**src/rtl/fpsc_pkg.sv**
```systemverilog
package fpsc_pkg;
    localparam int REG_W       = 32;
    localparam int LEN_LSB     = 16;
    localparam int LEN_W       = 3;
    localparam int STR_LSB     = 20;
    localparam int STR_W       = 2;
    localparam int RM_LSB      = 22;
    localparam int RM_W        = 2;
    localparam int RM_N        = 1 << RM_W;
    localparam int EXC_W       = 5;
    localparam int EXC_SRC_LSB = 8;
    localparam int FLAG_LSB    = 28;
    localparam int FLAG_W      = 4;
    localparam int EXC_INVALID = 0;

    localparam logic [REG_W-1:0] FIELD_BITS =
        (REG_W'((1 << LEN_W) - 1) << LEN_LSB) |
        (REG_W'((1 << STR_W) - 1) << STR_LSB);
    localparam logic [REG_W-1:0] KEEP_MASK = ~FIELD_BITS;

    typedef enum logic [1:0] {
        CMP_EQ = 2'd0,
        CMP_LT = 2'd1,
        CMP_GT = 2'd2,
        CMP_UN = 2'd3
    } cmp_res_e;

    typedef struct packed {
        logic [REG_W-1:0] main;
        logic [LEN_W-1:0] vlen;
        logic [STR_W-1:0] vstr;
        logic [EXC_W-1:0] exc;
    } fpsc_state_t;
endpackage

```
**src/rtl/fpsc_cmp_map.sv**
```systemverilog
module fpsc_cmp_map
    import fpsc_pkg::*;
(
    input  cmp_res_e            res,
    input  logic                signalling,
    output logic [FLAG_W-1:0]   nzcv,
    output logic                raise_invalid
);
    always_comb begin
        unique case (res)
            CMP_EQ:  nzcv = 4'b0110;
            CMP_LT:  nzcv = 4'b1000;
            CMP_GT:  nzcv = 4'b0010;
            default: nzcv = 4'b0011;
        endcase
        raise_invalid = signalling && (res == CMP_UN);
    end
endmodule

```
**src/rtl/fpsc_rmode_dec.sv**
```systemverilog
module fpsc_rmode_dec
    import fpsc_pkg::*;
(
    input  logic [RM_W-1:0] code,
    output logic [RM_N-1:0] onehot
);
    for (genvar i = 0; i < RM_N; i++) begin : g_dec
        assign onehot[i] = (code == RM_W'(i));
    end
endmodule

```
**src/rtl/fpsc_rd_merge.sv**
```systemverilog
module fpsc_rd_merge
    import fpsc_pkg::*;
(
    input  fpsc_state_t       st,
    output logic [REG_W-1:0]  rd
);
    always_comb begin
        rd = (st.main & KEEP_MASK)
           | (REG_W'(st.vlen) << LEN_LSB)
           | (REG_W'(st.vstr) << STR_LSB)
           | REG_W'(st.exc);
    end
endmodule

```
**src/rtl/fpsc_unit.sv**
```systemverilog
module fpsc_unit
    import fpsc_pkg::*;
(
    input  logic              clk,
    input  logic              rst_n,
    input  logic              sw_wr_en,
    input  logic [REG_W-1:0]  sw_wr_data,
    output logic [REG_W-1:0]  sw_rd_data,
    input  logic              cmp_valid,
    input  logic [1:0]        cmp_result,
    input  logic              cmp_signalling,
    input  logic [EXC_W-1:0]  exc_pulse,
    output logic [RM_N-1:0]   round_mode
);
    fpsc_state_t       state_d, state_q;
    logic [FLAG_W-1:0] nzcv;
    logic              raise_inv;

    fpsc_cmp_map u_cmp (
        .res           (cmp_res_e'(cmp_result)),
        .signalling    (cmp_signalling),
        .nzcv          (nzcv),
        .raise_invalid (raise_inv)
    );

    always_comb begin
        state_d = state_q;
        state_d.exc = state_q.exc | exc_pulse;
        if (cmp_valid) begin
            state_d.main[FLAG_LSB +: FLAG_W] = nzcv;
            if (raise_inv) begin
                state_d.exc[EXC_INVALID] = 1'b1;
            end
        end
        if (sw_wr_en) begin
            state_d.main = sw_wr_data & KEEP_MASK;
            state_d.vlen = sw_wr_data[LEN_LSB +: LEN_W];
            state_d.vstr = sw_wr_data[STR_LSB +: STR_W];
            state_d.exc  = sw_wr_data[EXC_SRC_LSB +: EXC_W];
        end
    end

    always_ff @(posedge clk) begin
        if (!rst_n) begin
            state_q <= '0;
        end else begin
            state_q <= state_d;
        end
    end

    fpsc_rd_merge u_rd (
        .st (state_q),
        .rd (sw_rd_data)
    );

    fpsc_rmode_dec u_rm (
        .code   (state_q.main[RM_LSB +: RM_W]),
        .onehot (round_mode)
    );

    AST_CMP_LOW_KEEP: assert property (@(posedge clk) disable iff (!rst_n)
        (cmp_valid && !sw_wr_en) |=> (sw_rd_data[FLAG_LSB-1:EXC_W] == $past(sw_rd_data[FLAG_LSB-1:EXC_W])));

    AST_RMODE_ONEHOT: assert property (@(posedge clk) disable iff (!rst_n)
        $countones(round_mode) == 1);

    AST_EXC_STICKY: assert property (@(posedge clk) disable iff (!rst_n)
        !sw_wr_en |=> ((sw_rd_data[EXC_W-1:0] & $past(sw_rd_data[EXC_W-1:0])) == $past(sw_rd_data[EXC_W-1:0])));

    AST_QUIET_NO_INV: assert property (@(posedge clk) disable iff (!rst_n)
        (cmp_valid && !cmp_signalling && !exc_pulse[EXC_INVALID] && !sw_wr_en)
        |=> (sw_rd_data[EXC_INVALID] == $past(sw_rd_data[EXC_INVALID])));

    AST_SW_WINS: assert property (@(posedge clk) disable iff (!rst_n)
        sw_wr_en |=> (sw_rd_data[REG_W-1:FLAG_LSB] == $past(sw_wr_data[REG_W-1:FLAG_LSB])));
endmodule

```
**config.mk**
```make
export PLATFORM = sky130hd
export DESIGN_NAME = fpsc_unit
export DESIGN_NICKNAME = d
export VERILOG_FILES = /design/src/rtl/fpsc_pkg.sv /design/src/rtl/fpsc_cmp_map.sv /design/src/rtl/fpsc_rmode_dec.sv /design/src/rtl/fpsc_rd_merge.sv /design/src/rtl/fpsc_unit.sv
export SDC_FILE = /design/constraint.sdc
export NUM_CORES = 1
export LEC_CHECK = 0
export BUFFER_PORTS_ARGS = -buffer_cell sky130_fd_sc_hd__buf_2
export CAP_MARGIN = 0
export CORE_MARGIN = 5
export CORE_UTILIZATION = 41
export DETAILED_ROUTE_END_ITERATION = 10
export GPL_ROUTABILITY_DRIVEN = 0
export GPL_TIMING_DRIVEN = 0
export PLACE_DENSITY = 0.74
export RECOVER_POWER = 50
export SLEW_MARGIN = 20
export SYNTH_ARGS = -nofsm -noshare
export SYNTH_HDL_FRONTEND = slang
export SYNTH_SLANG_ARGS = --single-unit
```
**constraint.sdc**
```tcl
create_clock -name clk -period 0.9 [get_ports clk]
set_clock_uncertainty 0.15 [all_clocks]
set_input_delay 0.045 -clock clk [delete_from_list [all_inputs] [get_ports clk]]
set_output_delay 0.045 -clock clk [all_outputs]
set_load 0.02 [all_outputs]
```
==> results.cfg, run 1 <==
[sta]
period_needed_ps = 1170
fmax_mhz = 854
setup_ws_ps = -272
fin_crit_sh = 1.30
hold_violations = 6
grt_setup_unrepaired = yes
finalSetupViolations = 42
maxSlewHeadroom = 0.718
finalMaxSlewViolations = 0
tightest_slew_ps = 422
hold_slack_ps = -112

[clock_tree]
htreeDepth = 2
clock_path_buffers = 2
clk_latency_ps = 280
cts.sinks = 37
cts_tree = done
cts-root-buf = clkbuf_8
cts_buffers = 5
clkTransAtPathRegs_ps = 70

[routing]
viasPerCell = 4.56
route.detailed.drc = 0
wl_met2_mm = 2.10
highest_layer = met4
wl_met1_mm = 1.64
ant_nets = 0
avgRoutedWirePerCell_um = 13.1
totalWireLength_mm = 4.11
met3_length_um = 296
drt-pass1-iter-count = 4
drt_iter0_markers = 21
vias = 1432

[critical_path]
crit_type = reg -> out
startpoint_type = flip-flop
reg2reg_depth = 2
cp.required_ps = 700
slowest_delay_ps = 330
arrival_ps = 980
path_cells = or2_4 > buf_6
path_max_fanout = 2
timing.rr.end = state_q[40]
crit_buf_inv = 1
r2r_slack_ps = -110
cp-end-kind = output pin
cp_top_family = flip-flops
reg2reg_from = state_q[40]
slowest_stage = dfxtp_2

[power_and_ir_drop]
fin_total_pwr_uw = 3940
peakVddDrop_uv = 819
p_per_area_mw_per_mm2 = 1420
leakagePower_uw = 0.00133

[cells_and_area]
synthToLayoutAreaGrowth_pct = 66.4
nFillCells = 291
top_register = state_q
nets = 308
largest_reg_flops = 37
drive_gt1_frac = 0.553
antennaDiodeCount = 0
utilization = 0.696
top_regs = state_q: 37 flops

[yosys]
synth_area_leaders = dfxtp_1 (45%), mux2i_1 (17%), buf_4 (12%)
async_flop_share = 0
syn_area_sq_mm = 0.00166
synth_common_cells = dfxtp_1 (37), nor2_1 (30), mux2i_1 (28), buf_4 (27), nor3_1 (9)
synth_flop_cell = dfxtp_1
synth-edff-count = 0
synth_seq_area_share = 0.446
synth_top_area_frac = 0.446
ys_ff_latch = 37
synth_cells = 169
avgSynthCellArea_sq_um = 9.83
synth_top_area_cell = dfxtp_1
synth.most_common_cell = dfxtp_1
ys_warn_count = 0
synth_cell_type_count = 23
syn-num-nets = 213

[floorplan]
design.core.area_sq_mm = 0.00397
io_pins = 80
die_area_sq_mm = 0.00543
die_h_um = 73.7
num_rows = 23
start_util = 0.418
die_w_um = 73.7

[place]
dp_slack_ps = -266
io_buffers = 78
dp_hpwl_mm = 2.68

[run]
cap_violations = 0

[global_route]
grt_pass1_wl_mm = 6.81
grt_antenna_before_repair = 0
grt.overflow.total = 0
grt_max_degree = 11
grt_use_total = 0.165
grt_pass1_vias = 1474

[outcome]
violations = negative hold slack, negative setup slack
status = complete, but fails checks

[worst_hold_path]
min_to = state_q[41]
hold_path.class = in -> reg
hold_depth = 2
hold_start = rst_n
==> final cells by class <==
type	count	area, sq um	area share
Buffer	13	126	0.0457
Inverter	2	7.51	0.00271
Clock buffer	7	86.3	0.0312
Timing Repair Buffer	110	971	0.351
Tap cell	50	62.6	0.0226
Sequential cell	37	788	0.285
Multi-Input combinational cell	95	723	0.262
==> worst reg2reg max path: stages, from the launching register on <==
cell     delay, ps
dfxtp_2        330
and2b_1        150
o311a_1        280
==> worst max path at each step <==
stage	startpoint	to	slack, ps	cells past startpoint
after floorplan	state_q[40]	state_q[40]	-60	2
after global placement	rst_n	state_q[20]	-240	4
after detailed placement	rst_n	state_q[20]	-270	4
after CTS	state_q[13]	sw_rd_data[3]	-280	2
after global routing	state_q[33]	round_mode[2]	-310	2
final	state_q[14]	sw_rd_data[4]	-270	2
==> cells in the final DEF, fill, tap and decap left out, drive strengths merged, types with 2 or more instances in the layout <==
cell / n
buf: 87
mux2i: 28
inv: 2
dfxtp: 37
and2b: 2
nor2: 30
clkbuf: 11
nand2b: 3
nor2b: 7
o311a: 3
or2: 5
dlygate4sd3: 31
nor3: 9
==> per-layer routing <==
metal | vias to the layer above | track usage
met4 | 0 | 0.0362
li1 | 725 | -
met1 | 646 | 0.182
met3 | 10 | 0.0547
met5 | - | 0
met2 | 51 | 0.305
==> stage by stage <==
stage | setup TNS, ps | cell area [sq um] | std cells
finish | -3960 | 2770 | 314
global route | -5600 | 2770 | 314
CTS | -4200 | 2730 | 320
detailed placement | -4990 | 2120 | 297
global placement | -4760 | 2120 | 297
floorplan | -151 | 1670 | 169
==> where the power goes <==
part	internal [uW]	switching [uW]
Sequential	1760	81.4
Combinational	574	403
Clock	607	515
==> cells by family (layout without fill, tap and decap cells) <==
| logic type | after synthesis | in the layout | share of synthesized area |
|---|---|---|---|
| compound gates | 5 | 5 | 0.0331 |
| mux | 28 | 28 | 0.169 |
| buf+inv | 37 | 132 | 0.168 |
| flops | 37 | 37 | 0.446 |
| simple gates | 62 | 62 | 0.184 |
==> what timing repair did <==
action,CTS,global route
hold buffers,32,1
endpoints found under the setup margin,40,58
resized for setup,122,18
buffers inserted,6,0
pin swaps,5,12
hold endpoints to repair,37,7
No activity file was read; power rests on OpenSTA's default activity.
==> run 2: changes to the inputs <==
ABC_CLOCK_PERIOD_IN_PS = 900   (was unset)
CELL_PAD_IN_SITES_DETAIL_PLACEMENT = 2   (was unset)
CELL_PAD_IN_SITES_GLOBAL_PLACEMENT = 2   (was unset)
CORE_UTILIZATION = 23   (was 41)
PLACE_DENSITY = 0.73   (was 0.74)
==> run 2 against run 1 <==
  * Setup slack lost 3.1 ps
  * Critical endpoint unchanged
  * Final cell count increased by 15%
  * Largest power group unchanged
  * Sequential share of layout area shrank 0.34 points
  * The flow still finishes with violations (negative hold slack, negative setup slack)
  * Clock-buffer cell count fell by 1
==> results.cfg, run 2 (synthesis results as in run 1) <==
[routing]
avgRoutedWirePerCell_um = 14.4
vias = 1468
wl_met1_mm = 2.04
highest_layer = met4
drt_iter0_markers = 16
route.detailed.drc = 0
wl_met2_mm = 2.84
viasPerCell = 4.06
totalWireLength_mm = 5.20
ant_nets = 0
drt-pass1-iter-count = 3
met3_length_um = 258

[critical_path]
startpoint_type = flip-flop
cp.required_ps = 700
slowest_stage = dfxtp_2
crit_type = reg -> out
path_cells = or2_4 > buf_6
path_max_fanout = 2
cp_top_family = flip-flops
slowest_delay_ps = 340
reg2reg_from = state_q[40]
crit_buf_inv = 1
arrival_ps = 980
timing.rr.end = state_q[40]
cp-end-kind = output pin
r2r_slack_ps = -120
cp_num_cells = 2
reg2reg_depth = 2

[clock_tree]
clk_latency_ps = 280
cts_buffers = 5
clock_path_buffers = 2
clkTransAtPathRegs_ps = 70
cts_tree = done
cts-root-buf = clkbuf_8
cts.sinks = 37
htreeDepth = 2

[power_and_ir_drop]
p_per_area_mw_per_mm2 = 1420
fin_total_pwr_uw = 3940
leakagePower_uw = 0.00132
peakVddDrop_uv = 464

[place]
io_buffers = 78
dp_slack_ps = -304
dpl_cell_area_sq_mm = 0.00218

[cells_and_area]
drive_gt1_frac = 0.548
final_common_cell = buf_6
utilization = 0.389
largest_reg_flops = 37
top_regs = state_q: 37 flops
mostFrequentLayoutCells = buf_6 (50), buf_2 (39), nor2_1 (29)
fin_area_sq_mm = 0.00278
nets = 306
nFillCells = 783
top_register = state_q
synthToLayoutAreaGrowth_pct = 67.1
antennaDiodeCount = 0

[run]
cap_violations = 0

[outcome]
violations = negative hold slack, negative setup slack
status = complete, but fails checks

[worst_hold_path]
hold_path.class = in -> reg
min_to = state_q[41]
hold_start = rst_n
hold_depth = 2

[floorplan]
die_h_um = 95.0
design.core.area_sq_mm = 0.00714
start_util = 0.233
num_rows = 31
die_area_sq_mm = 0.00902
die_w_um = 95.0
io_pins = 80

[sta]
finalSetupViolations = 40
fmax_mhz = 851
fin_crit_sh = 1.31
hold_violations = 8
tightest_slew_ps = 237
maxSlewHeadroom = 0.842
setup_ws_ps = -275
grt_setup_unrepaired = yes
hold_slack_ps = -117
period_needed_ps = 1170
finalMaxSlewViolations = 0

[global_route]
grt.overflow.total = 0
grt_pass1_wl_mm = 8.28
grt_max_degree = 12
grt_antenna_before_repair = 0
grt_use_total = 0.121
grt_pass1_vias = 1649
## run 2: changes by cell type in the layout (fill, tap and decap cells not counted), moves of 2 or more
| cell | delta |
|---|---|
| dfxtp_1 | +5 |
| dfxtp_2 | -5 |
| buf_2 | +4 |
| dlygate4sd3_1 | -3 |
| clkbuf_1 | -2 |
| clkinv_2 | +2 |
| nor3_1 | +2 |
| nor3_4 | -2 |
## run 2: layer usage
metal / vias to the layer above / global-route usage
met5: - / 0
met4: 0 / 0.0361
met3: 5 / 0.0367
met2: 46 / 0.228
met1: 700 / 0.129
li1: 717 / -
## run 2: worst register-to-register path, delay by kind of cell (launching register included)
family             cells  cell delay (ps)
AOI/OAI and AO/OA      1              280
DFF                    1              330
and+or+nand+nor        1              150
## run 2: final cells by class
type,instances,area (sq um),share of cell area
clock inverters,2,10.0,0.00361
clock buffers,6,72.6,0.0261
plain buffers,14,139,0.0500
flip-flops and latches,37,782,0.282
well taps,99,124,0.0446
multi-input cells,95,707,0.255
inverters,2,7.51,0.00270
repair buffers,107,935,0.337
## run 2: report_power, final
part	switching (uW)	internal, uW
Sequential	82.5	1760
Clock	593	537
Combinational	408	562
## run 2: worst max path at each step
| stage | endpoint | slack (ps) | startpoint |
|---|---|---|---|
| floorplan | state_q[40] | -60 | state_q[40] |
| global placement | state_q[17] | -320 | rst_n |
| detailed placement | state_q[21] | -300 | rst_n |
| CTS | sw_rd_data[3] | -290 | state_q[3] |
| global route | sw_rd_data[2] | -310 | state_q[2] |
| finish | sw_rd_data[4] | -270 | state_q[4] |
## run 2: metrics by stage
stage	setup TNS, ps	cells
after floorplan	-151	169
after global placement	-6590	346
after detailed placement	-6530	346
after CTS	-4740	365
after global routing	-6010	362
final	-4450	362
## run 2: timing repair
action / 4_1_cts / 5_1_grt
gates resized for setup: 119 / 20
endpoints found under the hold margin: 37 / 9
gates cloned: 0 / 0
endpoints found under the setup margin: 40 / 62
buffers inserted: 2 / 1
hold buffers: 30 / 1
pin swaps: 4 / 9
